File: src/rtl/cmd_frame_rx.sv
module cmd_frame_rx #(
  parameter int          MAX_PAY = 530,
  parameter logic [7:0]  SOF     = 8'hFE,
  localparam int         LW      = 14,
  localparam int         CW      = $clog2(MAX_PAY + 7)
) (
  input  logic          clk,
  input  logic          rst_n,
  input  logic          in_valid,
  input  logic [7:0]    in_byte,
  output logic          hdr_valid,
  output logic [2:0]    msg_type,
  output logic [4:0]    subsys,
  output logic [7:0]    opcode,
  output logic [LW-1:0] pay_len,
  output logic          rsvd_seen,
  output logic          pay_valid,
  output logic [7:0]    pay_data,
  output logic          pay_last,
  output logic          frame_done,
  output logic          csum_ok,
  output logic          csum_err,
  output logic          ovf_err,
  output logic [CW-1:0] byte_cnt
);

  typedef enum logic [2:0] {S_HUNT, S_LLO, S_LHI, S_CMD0, S_CMD1, S_PAY, S_FCS} st_t;

  st_t          st;
  logic [7:0]   acc;
  logic [7:0]   len_lo;
  logic [LW-1:0] rem;

  wire [LW-1:0] len_new  = {in_byte[5:0], len_lo};
  wire          too_long = int'(len_new) > MAX_PAY;

  always_ff @(posedge clk) begin
    if (!rst_n) begin
      st         <= S_HUNT;
      acc        <= '0;
      len_lo     <= '0;
      rem        <= '0;
      hdr_valid  <= 1'b0;
      msg_type   <= '0;
      subsys     <= '0;
      opcode     <= '0;
      pay_len    <= '0;
      rsvd_seen  <= 1'b0;
      pay_valid  <= 1'b0;
      pay_data   <= '0;
      pay_last   <= 1'b0;
      frame_done <= 1'b0;
      csum_ok    <= 1'b0;
      csum_err   <= 1'b0;
      ovf_err    <= 1'b0;
      byte_cnt   <= '0;
    end else begin
      hdr_valid  <= 1'b0;
      pay_valid  <= 1'b0;
      pay_last   <= 1'b0;
      frame_done <= 1'b0;
      csum_ok    <= 1'b0;
      csum_err   <= 1'b0;
      ovf_err    <= 1'b0;
      if (in_valid) begin
        if (st != S_HUNT) byte_cnt <= byte_cnt + 1'b1;
        case (st)
          S_HUNT: if (in_byte == SOF) begin
            st        <= S_LLO;
            byte_cnt  <= CW'(1);
            rsvd_seen <= 1'b0;
          end
          S_LLO: begin
            len_lo <= in_byte;
            acc    <= in_byte;
            st     <= S_LHI;
          end
          S_LHI: begin
            acc       <= acc ^ in_byte;
            pay_len   <= len_new;
            rem       <= len_new;
            rsvd_seen <= |in_byte[7:6];
            if (too_long) begin
              ovf_err <= 1'b1;
              st      <= S_HUNT;
            end else begin
              st <= S_CMD0;
            end
          end
          S_CMD0: begin
            acc      <= acc ^ in_byte;
            msg_type <= in_byte[7:5];
            subsys   <= in_byte[4:0];
            st       <= S_CMD1;
          end
          S_CMD1: begin
            acc       <= acc ^ in_byte;
            opcode    <= in_byte;
            hdr_valid <= 1'b1;
            st        <= (rem == '0) ? S_FCS : S_PAY;
          end
          S_PAY: begin
            acc       <= acc ^ in_byte;
            pay_valid <= 1'b1;
            pay_data  <= in_byte;
            pay_last  <= (rem == LW'(1));
            rem       <= rem - 1'b1;
            if (rem == LW'(1)) st <= S_FCS;
          end
          S_FCS: begin
            frame_done <= 1'b1;
            csum_ok    <= (acc == in_byte);
            csum_err   <= (acc != in_byte);
            st         <= S_HUNT;
          end
          default: st <= S_HUNT;
        endcase
      end
    end
  end

  assert_hunt_discard_R1: assert property (@(posedge clk) disable iff (!rst_n)
    (st == S_HUNT && in_valid && in_byte != SOF) |=> (st == S_HUNT && $stable(byte_cnt)));

  assert_last_in_stream_R5: assert property (@(posedge clk) disable iff (!rst_n)
    pay_last |-> pay_valid);

  assert_done_verdict_R6: assert property (@(posedge clk) disable iff (!rst_n)
    frame_done |-> (csum_ok != csum_err));

  assert_no_stray_verdict_R6: assert property (@(posedge clk) disable iff (!rst_n)
    !frame_done |-> (!csum_ok && !csum_err));

  assert_done_then_hunt_R7: assert property (@(posedge clk) disable iff (!rst_n)
    frame_done |-> st == S_HUNT);

  assert_ovf_abort_R8: assert property (@(posedge clk) disable iff (!rst_n)
    ovf_err |-> (st == S_HUNT && int'(pay_len) > MAX_PAY));

  assert_cnt_step_R9: assert property (@(posedge clk) disable iff (!rst_n)
    (in_valid && st != S_HUNT) |=> byte_cnt == $past(byte_cnt) + 1'b1);

  assert_idle_quiet_R10: assert property (@(posedge clk) disable iff (!rst_n)
    !in_valid |=> !(hdr_valid || pay_valid || frame_done || ovf_err));

  assert_strobes_exclusive_R10: assert property (@(posedge clk) disable iff (!rst_n)
    $onehot0({hdr_valid, pay_valid, frame_done, ovf_err}));

endmodule

File: config.mk
export PLATFORM = sky130hd
export DESIGN_NAME = cmd_frame_rx
export DESIGN_NICKNAME = d
export VERILOG_FILES = /design/src/rtl/cmd_frame_rx.sv
export SDC_FILE = /design/constraint.sdc
export NUM_CORES = 1
export LEC_CHECK = 0
export BUFFER_PORTS_ARGS = -buffer_cell sky130_fd_sc_hd__buf_2
export CORE_MARGIN = 4
export CORE_UTILIZATION = 40
export DETAILED_ROUTE_END_ITERATION = 10
export RECOVER_POWER = 25
export REMOVE_ABC_BUFFERS = 1
export SETUP_SLACK_MARGIN = 0.1
export SLEW_MARGIN = 20
export SYNTH_ARGS = -nofsm -noshare
export SYNTH_HDL_FRONTEND = slang
export SYNTH_SLANG_ARGS = --single-unit
File: constraint.sdc
create_clock -name clk -period 2.2 [get_ports clk]
set_input_delay 0.11 -clock clk [delete_from_list [all_inputs] [get_ports clk]]
set_output_delay 0.11 -clock clk [all_outputs]
set_load 0.05 [all_outputs]
==> flow_summary_export.csv <==
group,metric,value,unit
sta,fin_setup_tns,0,ns
cts,cts_hold_buffers,0,
sta,setup_viol,0,
cts,clock_latency,0.36,ns
yosys,ys_warn_count,0,
worst_setup_path,arrival,2.17,ns
routing,final_antenna_net_count,0,
cts,clk_pin_slew,0.09,ns
layout,final_common_cell,"nand2_1",
layout,fillCellCount,968,
global_routing,overflow,0,
placed_design,finalWeightedCongestion,0.822,
cts,numClockSinks,89,
hold_path,hold_class,"input pin to flop",
layout,area_delta_synth_final,15.7,%
cts,htree_levels,3,
global_routing,grt_pass1_wl,17.3,mm
sta,finalMaxSlewViolations,0,
cts,cts-root-buf,"clkbuf_8",
sta,grt_setup_unrepaired,"false",
routing,drc,0,
yosys,ys_seq_area_share,45.3,%
pwr,p_per_area,635,nW/um2
yosys,synth_cell_types,53,
floorplanning,ioPinCount,67,
worst_setup_path,reg2reg_depth,5,
global_routing,grtUsageTotal,18.6,%
routing,firstDrtPassIters,4,
global_routing,grt_pass1_vias,3561,
layout,multiInputGateArea,1980,um2
global_routing,grt_start_max_net_pins,37,
routing,via_per_inst,5.27,
cts,clock_path_buffers,2,
pwr,p_leak,0.00166,uW
floorplanning,initial_core_util,41.8,%
sta,finalCriticalPeriod,1.91,ns
pwr,p_sw_share,23.8,%
run_status,status,"finished clean",
pwr,cell_internal_pwr,2200,uW
yosys,ys_seq_elements,89,
floorplanning,die-area,11500,um2
yosys,synth_cells,502,
cts,cts_buffers,9,
sta,fmax,524,MHz
sta,maxSlewHeadroom,59.3,%
routing,wl_per_cell,15.0,um
placed_design,hpwl,7.15,mm
worst_setup_path,start_kind,"flop",
layout,layout_common_cells,"nand2_1 (135), dfxtp_1 (87), a21oi_1 (69)",
pwr,seqPwrFrac,55.7,%
layout,post-route-util,48.3,%
cts,cts_tree,"done",
yosys,synthFlopType,"dfxtp_1",
floorplanning,fp.dieH,107,um
layout,drive_above_1_share,13.4,%
floorplanning,coreArea,9420,um2
pwr,p_switching,689,uW
run,max-cap-violations,0,
yosys,synthArstFlopShare,0,%
sta,whs,0.0954,ns
floorplanning,die_w,107,um
sta,finClkSkew,0.0146,ns
sta,min_period_over_period,86.7,%
layout,register_area,1780,um2
pwr,power.share.clock,40.9,%
yosys,avgSynthCellArea,7.84,um2
worst_setup_path,crit_type,"flop to flop",
layout,final_cell_count_no_fill,689,
sta,worst_pin_slew,0.613,ns
layout,final_nets,570,
pwr,power_frac_comb,3.3,%
pwr,peakVddDrop,0.000489,V
routing,finalWirelength,10.3,mm
worst_setup_path,critPathCaptureType,"flop",
sta,hold_viol_final,0,
routing,dr_total_vias,3628,
floorplanning,rows,35,
global_routing,antenna_found_initial,0,
placed_design,dp_cells,673,
worst_setup_path,required,2.46,ns
yosys,syn-cell-area,3940,um2
routing,drt_iter0_drc,121,
placed_design,io_buffer_count,66,
layout,diodes,0,
worst_setup_path,cp_max_fo,7,
yosys,synth_edf_count,0,
hold_path,holdPathStages,3,
==> registers in the layout (all words and copies together), names as in the netlist, 3 cells and up <==
name      cells
pay_data      8
acc           8
opcode        8
rem          14
msg_type      3
st            3
subsys        5
pay_len      14
len_lo        8
byte_cnt     10
==> critical path, stage by stage (launching register included) <==
cell and delay [ns]:
dfxtp_1 0.36, or3_2 0.50, nor3_1 0.38, nand2_1 0.13, mux2i_1 0.14, a221oi_1 0.30
==> per-stage QoR <==
step	area [um2]	power, uW	setup slack [ns]
after floorplan	3790	1680	-0.444
after global placement	4380	1750	0.377
after detailed placement	4380	1750	0.320
after CTS	4590	2920	0.307
after global routing	4550	2990	0.103
final	4550	2890	0.293
==> per-layer routing <==
metal | global-route usage [%] | wire length (um) | vias to the layer above | share of wire, %
met5 | 0 | 0 | - | 0
met4 | 3.93 | 114 | 0 | 1.1
met3 | 4.82 | 562 | 10 | 5.4
met2 | 30.3 | 4890 | 101 | 47
met1 | 24.9 | 4770 | 1697 | 46
li1 | - | - | 1820 | -
==> logic make-up (layout without fill, tap and decap cells) <==
family | Yosys count | in the layout | synth area share [%]
AOI/OAI and AO/OA | 112 | 112 | 16.9
xor gates and xnor gates | 17 | 17 | 3.78
adders and majority gates | 4 | 4 | 1.27
buffers and inverters | 47 | 105 | 4.67
DFF | 89 | 89 | 45.3
muxes | 6 | 6 | 1.56
and+or+nand+nor | 227 | 227 | 26.5
==> timing repair <==
item	in CTS	in global routing
setup endpoints to repair	0	4
resized for setup	0	2
setup buffers	0	0
==> area by class of cell <==
class | instances | share of cell area [%]
multi-input cells | 366 | 43.4
flip-flops and latches | 89 | 39.2
repair buffers | 79 | 8.41
well taps | 129 | 3.55
clock buffers | 10 | 3.02
clock inverters | 6 | 1.59
inverters | 10 | 0.825
==> Yosys cell counts (2+ instances only) <==
library cell / number / share of area, %
a221oi_1: 6 / 1.3
o32ai_1: 3 / 0.67
clkbuf_1: 30 / 2.9
and2_1: 2 / 0.32
nand2_1: 135 / 13
a21oi_1: 69 / 8.8
nand3b_1: 7 / 1.3
nor4_1: 2 / 0.32
or4_4: 2 / 0.57
nand4b_1: 2 / 0.45
nand4_1: 4 / 0.64
nand3_1: 10 / 1.3
dfxtp_1: 89 / 45
a211oi_1: 3 / 0.57
and3b_1: 2 / 0.45
xor2_1: 2 / 0.45
inv_1: 9 / 0.86
o21a_1: 3 / 0.57
nor3_1: 15 / 1.9
or2_2: 2 / 0.32
nand2b_1: 2 / 0.32
o21ai_0: 10 / 1.3
or3_1: 5 / 0.79
a31oi_1: 5 / 0.79
and3_1: 2 / 0.32
mux2i_1: 5 / 1.3
nor2_1: 27 / 2.6
o221ai_1: 2 / 0.45
ha_1: 4 / 1.3
buf_2: 5 / 0.64
xnor2_1: 15 / 3.3
o31ai_1: 2 / 0.38
==> worst paths after layout <==
check / from / end / slack, ns
worst max-delay path: rem[2] / rem[9] / 0.29
worst min-delay path: in_byte[6] / msg_type[1] / 0.1
worst max register to register: rem[2] / rem[9] / 0.29
worst min register to register: pay_len[3] / pay_len[3] / 0.46
==> power groups by stage <==
stage	combinational, uW	sequential (uW)	clock, uW
global placement	97.4	1650	0
CTS	97.9	1610	1210
finish	96.7	1610	1180
global route	105	1610	1280
floorplan	34.8	1650	0
detailed placement	98.0	1650	0
Note: power is estimated with default switching activity, not from simulation.
